$ cat config.mk
export PLATFORM = sky130hd
export DESIGN_NAME = uart_cmd_flow
export DESIGN_NICKNAME = d
export VERILOG_FILES = /design/src/rtl/uart_cmd_pkg.sv /design/src/rtl/uart_cmd_decode.sv /design/src/rtl/uart_cmd_ctrl_state.sv /design/src/rtl/uart_tx_flow_gate.sv /design/src/rtl/uart_cmd_flow.sv
export SDC_FILE = /design/constraint.sdc
export NUM_CORES = 1
export LEC_CHECK = 0
export ABC_AREA = 1
export BUFFER_PORTS_ARGS = -buffer_cell sky130_fd_sc_hd__buf_4
export CAP_MARGIN = 25
export CORE_MARGIN = 2
export CORE_UTILIZATION = 42
export CTS_CLUSTER_SIZE = 12
export DETAILED_ROUTE_END_ITERATION = 16
export PLACE_DENSITY = 0.78
export SYNTH_ARGS = -nofsm -noshare
export SYNTH_HDL_FRONTEND = slang
export SYNTH_SLANG_ARGS = --single-unit
$ cat constraint.sdc
create_clock -name clk -period 2.7 [get_ports clk]
set_clock_uncertainty 0.05 [all_clocks]
set_input_delay 0.27 -clock clk [delete_from_list [all_inputs] [get_ports clk]]
set_output_delay 0.27 -clock clk [all_outputs]
set_load 0.05 [all_outputs]
$ cat src/rtl/uart_cmd_pkg.sv
// Shared command codes and decoded-action record for the UART command unit.
// Assumes a 5-bit command field; the codes are fixed by the host's view.
package uart_cmd_pkg;

    localparam int CODE_W  = 5;
    localparam int CODE_LSB = 3;

    typedef enum logic [CODE_W-1:0] {
        C_RX_RST    = 5'b00010,
        C_TX_RST    = 5'b00011,
        C_ERR_RST   = 5'b00100,
        C_BRK_RST   = 5'b00101,
        C_BREAK_ON  = 5'b00110,
        C_BREAK_OFF = 5'b00111,
        C_RTS_ON    = 5'b01000,
        C_RTS_OFF   = 5'b01001,
        C_TO_ON     = 5'b01010,
        C_TO_OFF    = 5'b01100,
        C_SEND_XON  = 5'b10000,
        C_SEND_XOFF = 5'b10001,
        C_RESUME    = 5'b10110,
        C_HOST_XOFF = 5'b10111,
        C_CANCEL    = 5'b11000,
        C_ADDR_RST  = 5'b11011,
        C_CHAN_CLR  = 5'b11110
    } cmd_code_e;

    // One bit per recognised command, already qualified by the write strobe.
    typedef struct packed {
        logic rx_rst;
        logic tx_rst;
        logic err_rst;
        logic brk_rst;
        logic addr_rst;
        logic chan_clr;
        logic break_on;
        logic break_off;
        logic rts_on;
        logic rts_off;
        logic to_on;
        logic to_off;
        logic send_xon;
        logic send_xoff;
        logic resume;
        logic host_xoff;
        logic cancel;
    } act_t;

    // Registered one-cycle pulses handed to neighbouring blocks.
    typedef struct packed {
        logic rx_rst;
        logic tx_rst;
        logic err_rst;
        logic brk_rst;
        logic addr_rst;
        logic chan_clr;
    } pulse_t;

endpackage

$ cat src/rtl/uart_cmd_decode.sv
// Command decoder: turns a written code into a one-hot action record and
// registers the externally visible action pulses.
// Assumes at most one write per cycle; unknown codes decode to no action.
module uart_cmd_decode
    import uart_cmd_pkg::*;
(
    input  logic              clk,
    input  logic              rst_n,
    input  logic              cmd_we,
    input  logic [CODE_W-1:0] code,
    output act_t              act,
    output pulse_t            pulse_q
);

    // Decode the code into at most one action bit, gated by the strobe.
    always_comb begin
        act = '0;
        if (cmd_we) begin
            case (code)
                C_RX_RST:    act.rx_rst    = 1'b1;
                C_TX_RST:    act.tx_rst    = 1'b1;
                C_ERR_RST:   act.err_rst   = 1'b1;
                C_BRK_RST:   act.brk_rst   = 1'b1;
                C_ADDR_RST:  act.addr_rst  = 1'b1;
                C_CHAN_CLR:  act.chan_clr  = 1'b1;
                C_BREAK_ON:  act.break_on  = 1'b1;
                C_BREAK_OFF: act.break_off = 1'b1;
                C_RTS_ON:    act.rts_on    = 1'b1;
                C_RTS_OFF:   act.rts_off   = 1'b1;
                C_TO_ON:     act.to_on     = 1'b1;
                C_TO_OFF:    act.to_off    = 1'b1;
                C_SEND_XON:  act.send_xon  = 1'b1;
                C_SEND_XOFF: act.send_xoff = 1'b1;
                C_RESUME:    act.resume    = 1'b1;
                C_HOST_XOFF: act.host_xoff = 1'b1;
                C_CANCEL:    act.cancel    = 1'b1;
                default:     act = '0;
            endcase
        end
    end

    // Register the pulse subset so each lasts exactly one cycle.
    always_ff @(posedge clk) begin
        if (!rst_n) begin
            pulse_q <= '0;
        end else begin
            pulse_q.rx_rst   <= act.rx_rst;
            pulse_q.tx_rst   <= act.tx_rst;
            pulse_q.err_rst  <= act.err_rst;
            pulse_q.brk_rst  <= act.brk_rst;
            pulse_q.addr_rst <= act.addr_rst;
            pulse_q.chan_clr <= act.chan_clr;
        end
    end

    // never more than one pulse at a time.
    a_r2_one_pulse: assert property (@(posedge clk) disable iff (!rst_n)
        $onehot0(pulse_q));

    // a pulse only follows a write.
    a_r2_needs_write: assert property (@(posedge clk) disable iff (!rst_n)
        cmd_we == 1'b0 |=> pulse_q == '0);

    // receiver reset code yields its pulse one cycle later.
    a_r1_rx_pulse: assert property (@(posedge clk) disable iff (!rst_n)
        (cmd_we && code == C_RX_RST) |=> pulse_q.rx_rst);

    // reserved codes yield no pulse.
    a_r11_reserved_quiet: assert property (@(posedge clk) disable iff (!rst_n)
        (cmd_we && (code == 5'b00000 || code == 5'b00001 || code == 5'b11111))
        |=> pulse_q == '0);

endmodule

$ cat src/rtl/uart_cmd_ctrl_state.sv
// Persistent line-control state: break request, RTS level, time-out mode.
// Assumes actions arrive one-hot from the decoder; channel clear wins.
module uart_cmd_ctrl_state
    import uart_cmd_pkg::*;
(
    input  logic clk,
    input  logic rst_n,
    input  act_t act,
    output logic break_q,
    output logic rts_q,
    output logic to_q
);

    // Update each set/clear flag from its command pair.
    always_ff @(posedge clk) begin
        if (!rst_n || act.chan_clr) begin
            break_q <= 1'b0;
            rts_q   <= 1'b0;
            to_q    <= 1'b0;
        end else begin
            if (act.break_on)       break_q <= 1'b1;
            else if (act.break_off) break_q <= 1'b0;
            if (act.rts_on)         rts_q   <= 1'b1;
            else if (act.rts_off)   rts_q   <= 1'b0;
            if (act.to_on)          to_q    <= 1'b1;
            else if (act.to_off)    to_q    <= 1'b0;
        end
    end

    // RTS asserts after its command.
    a_r4_rts_set: assert property (@(posedge clk) disable iff (!rst_n)
        act.rts_on |=> rts_q);

    // time-out mode drops after its off command.
    a_r5_to_clear: assert property (@(posedge clk) disable iff (!rst_n)
        act.to_off |=> !to_q);

    // break request holds until an off or clear command.
    a_r3_break_hold: assert property (@(posedge clk) disable iff (!rst_n)
        (break_q && !act.break_off && !act.chan_clr) |=> break_q);

endmodule

$ cat src/rtl/uart_tx_flow_gate.sv
// Transmit flow gate: holds host-Xoff and the queued Xon/Xoff character and
// picks what the shift register loads at each character boundary.
// Assumes shreg_busy stays high until the stop bit of the current character
// is finished, so nothing here can cut a character short.
module uart_tx_flow_gate
    import uart_cmd_pkg::*;
#(
    parameter int             DW        = 8,
    parameter logic [DW-1:0]  XON_CHAR  = 8'h11,
    parameter logic [DW-1:0]  XOFF_CHAR = 8'h13
) (
    input  logic          clk,
    input  logic          rst_n,
    input  act_t          act,
    input  logic          auto_flow_en,
    input  logic          break_on,
    input  logic          fifo_valid,
    input  logic [DW-1:0] fifo_data,
    input  logic          shreg_busy,
    output logic          fifo_pop,
    output logic          shreg_load,
    output logic [DW-1:0] shreg_data,
    output logic          hx_q,
    output logic          pend_q
);

    logic pend_xoff_q;
    logic boundary;
    logic load_flow;
    logic load_fifo;
    logic wipe;

    assign wipe = act.tx_rst | act.chan_clr;

    // Choose the next load: queued flow character first, then FIFO data.
    always_comb begin
        boundary   = !shreg_busy && !break_on;
        load_flow  = boundary && pend_q;
        load_fifo  = boundary && !pend_q && !hx_q && fifo_valid;
        shreg_load = load_flow || load_fifo;
        fifo_pop   = load_fifo;
        shreg_data = load_flow ? (pend_xoff_q ? XOFF_CHAR : XON_CHAR) : fifo_data;
    end

    // Host Xoff flag: set by command, cleared by resume unless automatic mode.
    always_ff @(posedge clk) begin
        if (!rst_n || wipe)
            hx_q <= 1'b0;
        else if (act.host_xoff)
            hx_q <= 1'b1;
        else if (act.resume && !auto_flow_en)
            hx_q <= 1'b0;
    end

    // Flow-character queue: a new request wins, then cancel or load empties it.
    always_ff @(posedge clk) begin
        if (!rst_n || wipe) begin
            pend_q      <= 1'b0;
            pend_xoff_q <= 1'b0;
        end else if (act.send_xon || act.send_xoff) begin
            pend_q      <= 1'b1;
            pend_xoff_q <= act.send_xoff;
        end else if (act.cancel || load_flow) begin
            pend_q      <= 1'b0;
        end
    end

    // nothing is loaded while a break is being sent.
    a_r3_no_load_in_break: assert property (@(posedge clk) disable iff (!rst_n)
        break_on |-> !shreg_load);

    // host Xoff keeps FIFO data in place.
    a_r7_hold_fifo: assert property (@(posedge clk) disable iff (!rst_n)
        hx_q |-> !fifo_pop);

    // a loaded flow character leaves the queue unless re-queued.
    a_r6_served: assert property (@(posedge clk) disable iff (!rst_n)
        (load_flow && !act.send_xon && !act.send_xoff) |=> !pend_q);

    // resume does nothing in automatic flow-control mode.
    a_r8_auto_ignores: assert property (@(posedge clk) disable iff (!rst_n)
        (hx_q && act.resume && auto_flow_en) |=> hx_q);

    // cancel empties the queue.
    a_r9_cancel: assert property (@(posedge clk) disable iff (!rst_n)
        act.cancel |=> !pend_q);

    // transmitter reset clears halt and queue.
    a_r10_tx_reset: assert property (@(posedge clk) disable iff (!rst_n)
        act.tx_rst |=> (!hx_q && !pend_q));

endmodule

$ cat src/rtl/uart_cmd_flow.sv
// Top of the per-channel command and transmit flow-control unit.
// Decodes host command writes into pulses and control state, and gates the
// transmit FIFO into the shift register. Assumes one command per write.
module uart_cmd_flow
    import uart_cmd_pkg::*;
#(
    parameter int             DW        = 8,
    parameter logic [DW-1:0]  XON_CHAR  = 8'h11,
    parameter logic [DW-1:0]  XOFF_CHAR = 8'h13
) (
    input  logic          clk,
    input  logic          rst_n,
    input  logic          cmd_we,
    input  logic [7:0]    cmd_byte,
    input  logic          auto_flow_en,
    input  logic          fifo_valid,
    input  logic [DW-1:0] fifo_data,
    input  logic          shreg_busy,
    output logic          fifo_pop,
    output logic          shreg_load,
    output logic [DW-1:0] shreg_data,
    output logic          rx_reset_pulse,
    output logic          tx_reset_pulse,
    output logic          err_reset_pulse,
    output logic          brk_chg_reset_pulse,
    output logic          addr_stat_reset_pulse,
    output logic          chan_clear_pulse,
    output logic          break_active,
    output logic          rts_active,
    output logic          timeout_mode,
    output logic          host_xoff,
    output logic          flow_char_pending
);

    localparam int CODE_MSB = CODE_LSB + CODE_W - 1;

    act_t   act;
    pulse_t pulse_q;
    logic   break_q;

    uart_cmd_decode u_decode (
        .clk     (clk),
        .rst_n   (rst_n),
        .cmd_we  (cmd_we),
        .code    (cmd_byte[CODE_MSB:CODE_LSB]),
        .act     (act),
        .pulse_q (pulse_q)
    );

    uart_cmd_ctrl_state u_ctrl (
        .clk     (clk),
        .rst_n   (rst_n),
        .act     (act),
        .break_q (break_q),
        .rts_q   (rts_active),
        .to_q    (timeout_mode)
    );

    uart_tx_flow_gate #(
        .DW        (DW),
        .XON_CHAR  (XON_CHAR),
        .XOFF_CHAR (XOFF_CHAR)
    ) u_gate (
        .clk          (clk),
        .rst_n        (rst_n),
        .act          (act),
        .auto_flow_en (auto_flow_en),
        .break_on     (break_q),
        .fifo_valid   (fifo_valid),
        .fifo_data    (fifo_data),
        .shreg_busy   (shreg_busy),
        .fifo_pop     (fifo_pop),
        .shreg_load   (shreg_load),
        .shreg_data   (shreg_data),
        .hx_q         (host_xoff),
        .pend_q       (flow_char_pending)
    );

    assign break_active          = break_q;
    assign rx_reset_pulse        = pulse_q.rx_rst;
    assign tx_reset_pulse        = pulse_q.tx_rst;
    assign err_reset_pulse       = pulse_q.err_rst;
    assign brk_chg_reset_pulse   = pulse_q.brk_rst;
    assign addr_stat_reset_pulse = pulse_q.addr_rst;
    assign chan_clear_pulse      = pulse_q.chan_clr;

    // the whole written byte is driven to known values (low bits unused).
    a_r1_byte_known: assert property (@(posedge clk) disable iff (!rst_n)
        cmd_we |-> !$isunknown(cmd_byte));

endmodule

# [After elaboration in Yosys (flattened, before gate mapping)]
# Index checks and enable logic that the tools add are counted.
[totals] wordCells=83 ramBits=0 out_inout_bits=21 latch_bits=0 register_bits=12 romBits=0 mem_count=0 in_bits=22
[op_classes] n_mux=30 shifts=0 reduce_logical=23 n_mul=0 eq_ne=17 add_sub_neg=0 bitwise_logic=1 div=0 n_lt_le_gt_ge=0
[ops] operator="5-bit equality test, second input constant" n=7
[ops] operator="1-bit 2-to-1 mux" n=27
[ops] operator="5-bit by 3-bit equality test with 1-bit output, second input constant" n=4
[ops] operator="5-bit by 4-bit equality test with 1-bit output, second input constant" n=4
[ops] operator="16-bit 2-to-1 mux" n=1
[ops] operator="5-bit by 2-bit equality test with 1-bit output, second input constant" n=2
[ops] operator="2-bit nonzero test" n=5
[ops] operator="8-bit 2-to-1 mux" n=1
[ops] operator="1-bit logical AND" n=6
[ops] operator="1-bit zero test" n=6
[ops] operator="1-bit logical OR" n=5
[ops] operator="2-bit 2-to-1 mux" n=1
[ops] operator="2-bit AND reduction" n=1
[ops] operator="1-bit bitwise OR" n=1

# [Logic depth before layout (Yosys ltp)]
[depth] ltp_word=6 mapped_depth=6 depth_no_buf=6

# [Modules after synthesis]
# A second synthesis with hierarchy kept.
[hier_totals] cells_unflattened=119 area_unflattened_um2=720.7
[modules_own_cells] module="uart_cmd_decode" seq_area_each_um2=120.1 cells_per_inst=63 instances=1 area_per_inst_um2=367.9
[modules_own_cells] module="uart_tx_flow_gate" seq_area_each_um2=60.1 cells_per_inst=39 instances=1 area_per_inst_um2=222.7
[modules_own_cells] module="uart_cmd_ctrl_state" seq_area_each_um2=60.1 cells_per_inst=17 instances=1 area_per_inst_um2=130.1

# [Least setup slack after synthesis]
# No wires, ideal clock.
[synth_path] kind="reg2out" startpoint="register u_ctrl.break_q" endpoint="output fifo_pop" path_stages_with_launch=4 n_path_buf=0 t_arrival_ns=1.809 path_slack_ns=0.571 cell_sequence="dfxtp_1 nor2_1 inv_1 nor3_1"
[synth_between] elab_chain_cells=5
[synth_rtl] element="start: declaration" line="uart_cmd_ctrl_state.sv:9" source="output logic break_q,"
[synth_rtl] element="start signal: assignment" line="uart_cmd_ctrl_state.sv:17" source="break_q <= 1'b0;"
[synth_rtl] element="start signal: assignment" line="uart_cmd_ctrl_state.sv:21" source="if (act.break_on) break_q <= 1'b1;"
[synth_rtl] element="start signal: assignment" line="uart_cmd_ctrl_state.sv:22" source="else if (act.break_off) break_q <= 1'b0;"
[synth_rtl] element="1-bit zero test" line="uart_tx_flow_gate.sv:37" source="boundary = !shreg_busy && !break_on;"
[synth_rtl] element="1-bit logical AND" line="uart_tx_flow_gate.sv:37"
[synth_rtl] element="1-bit logical AND (3 in series)" line="uart_tx_flow_gate.sv:39" source="load_fifo = boundary && !pend_q && !hx_q && fifo_valid;"
[synth_rtl] element="end: declaration" line="uart_cmd_flow.sv:19" source="output logic fifo_pop,"
# No other way between the ends.

# [Worst setup path in the final report]
[layout_path] startpoint="register u_ctrl.break_q" endpoint="output shreg_data[4]"
[layout_between] elab_chain_cells=4
[layout_rtl] element="1-bit zero test" line="uart_tx_flow_gate.sv:37"
[layout_rtl] element="1-bit logical AND" line="uart_tx_flow_gate.sv:37"
[layout_rtl] element="1-bit logical AND" line="uart_tx_flow_gate.sv:38" source="load_flow = boundary && pend_q;"
[layout_rtl] element="8-bit 2-to-1 mux" line="uart_tx_flow_gate.sv:42" source="shreg_data = load_flow ? (pend_xoff_q ? XOFF_CHAR : XON_CHAR) : fifo_data;"
[layout_rtl] element="end: declaration" line="uart_cmd_flow.sv:21" source="output logic [DW-1:0] shreg_data,"
# No other way between the ends.

==> results.toml <==
[run_status]
outcome = "completed"

[grt]
grt_pass1_wl_um = 2594
grt_max_degree = 9
track_usage = 0.1853
grt_pass1_vias = 639
antenna_found_initial = 0
overflow = 0

[worst_setup_path]
critPathTopFamily = "simple AND/OR/NAND/NOR gates"
critPathRequiredTime_ns = 2.38
slowest_stage = "dfxtp_1"
setup.worst_path.start_class = "flop"
worstPathArrival_ns = 1.39
worstSetupPathType = "reg -> out"
crit_buf_inv = 2
critPathMaxFanout = 8
rr_worst_depth = 4
path_cells = "nor2_1 > nand2_1 > inv_1 > or2_2 > buf_4"
cp-end-kind = "output pin"
max_stage_delay_ns = 0.33
cp.depth = 5

[synth]
ys_seq_area_frac = 0.3840
syn-num-nets = 117
yosysWarnings = 0
synthArstFlopShare = 0
synthTopCellsByCount = "24 x nand2_1, 17 x inv_1, 15 x nor2_1, 12 x dfxtp_1"
syn_avg_cell_area_um2 = 6.585
netlist_area_um2 = 625.6
yosysMostFrequentCell = "nand2_1"
syn-instance-count = 95
ys_top_cells_by_area = "dfxtp_1 38%, nand2_1 14%, inv_1 10%"
synth_top_area_frac = 0.3840
dominantRegCellSynth = "dfxtp_1"
synth_seq_cells = 12
synth-edff-count = 0
yosys.cell_types.count = 17
synth_area_leader_cell = "dfxtp_1"

[power]
power_leakage_nw = 0.5149
powerDensity_nw_per_um2 = 445.0
peakVddDrop_mv = 0.3102

[final_layout]
antenna_cells = 0
drive_gt1_frac = 0.3913
fin_util = 0.7210
syn2layout_area_growth_pct = 55.60
final_nets = 161

[placed_design]
gp_congestion = 0.8336
io_buffers = 39
dpl.hpwl_um = 1276

[die]
start_util = 0.4634
coreArea_um2 = 1350
rows = 13
die_y_um = 42.60
io_pins = 43
dieArea_um2 = 1814
fp.dieW_um = 42.60

[clock_network]
postCtsSetupRepairBufs = 0
cts.clk_slew.worst_paths_ns = 0.08
clock_latency_ns = 0.27
cts_max_level = 1
cts_tree = "built"
postCtsResizedCells = 0
cts_max_path_buffers = 2
root_buffer = "clkbuf_4"
clock_sinks = 12
cts_buffers = 3
postCtsHoldBufs = 0

[sta]
finalCritPeriodShare = 0.6322
slew_headroom = 0.8195
setup_viol = 0
worst_pin_slew_ns = 0.2698
hold_viol_final = 0
rsz0062_at_grt = "false"
finalSetupTns_ns = 0
slew_violations = 0
max_freq_mhz = 585.8
period_needed_ns = 1.707

[min_path]
hold_class = "in -> reg"
min_path_cells = 2

[route]
first_pass_iters = 4
vias = 712
viasPerCell = 4.654
drt_iter0_drc = 27
antenna_left = 0
avgRoutedWirePerCell_um = 10.16
drc = 0
wirelength_um = 1554

[flow_run]
cap_violations = 0
cell usage in the layout (no fill, tap or decap), drive strengths merged:
cell     n
nor2    18
nor4     2
clkbuf   4
nor3     2
and3     1
nand4    1
nand2   26
inv     17
nand3    6
dfxtp   12
nor2b    1
buf     39
or2      2
a21oi    7
metal layers:
layer | GRT usage | vias up | wire length [um]
met5 | 0 | - | 0
met4 | 0.05625 | 0 | 17
met3 | 0.06897 | 5 | 136
met2 | 0.2954 | 28 | 729
met1 | 0.2310 | 302 | 671
li1 | - | 377 | -
final cells by class:
class	instances	area [um2]
fill	116	376.6
multi-input combinational	66	321.6
timing repair buffer	39	292.8
sequential	12	240.2
inverter	17	63.81
clock buffer	4	36.28
tap	15	18.77
worst paths after layout:
kind                           start                   to  slack (ns)
hold / removal           cmd_byte[3]  u_decode.pulse_q[3]        0.12
setup / recovery      u_ctrl.break_q        shreg_data[4]        0.99
setup reg to reg       u_gate.pend_q        u_gate.pend_q        1.85
hold reg to reg   u_gate.pend_xoff_q   u_gate.pend_xoff_q        0.41
worst register-to-register path, cell delays in order, from the launching register on:
cell and delay (ns):
dfxtp_1 0.38, inv_1 0.07, nor2_1 0.10, nand2_1 0.06, a21oi_1 0.13
registers in the layout (all words and copies together), names as in the netlist:
name and count:
u_gate.pend_xoff_q 1, u_ctrl.rts_q 1, u_ctrl.break_q 1, u_gate.hx_q 1, u_ctrl.to_q 1, u_gate.pend_q 1
u_decode.pulse_q 6
where the power goes:
group	switching, mW	internal (mW)
sequential	0.000886	0.178
combinational	0.0686	0.0402
clock	0.0630	0.0821
cells by family after synthesis:
logic type | Yosys count | share of synthesized area
and+or+nand+nor | 59 | 0.4460
buffers and inverters | 17 | 0.1020
DFF | 12 | 0.3840
AOI/OAI and AO/OA | 7 | 0.06800
stage by stage:
stage	hold WS, ns	setup slack (ns)	cell area [um2]	power, mW	cells
6_report	0.1244	0.9930	973.4	0.4332	153
5_1_grt	0.1125	0.8793	973.4	0.4562	153
4_1_cts	0.1181	0.9685	973.4	0.4391	153
3_5_place_dp	0.4043	1.235	937.1	0.2925	149
3_3_place_gp	0.4051	1.255	937.1	0.2916	149
2_1_floorplan	0.2969	0.5713	625.6	0.2477	95
(Power assumes the default switching activity.)
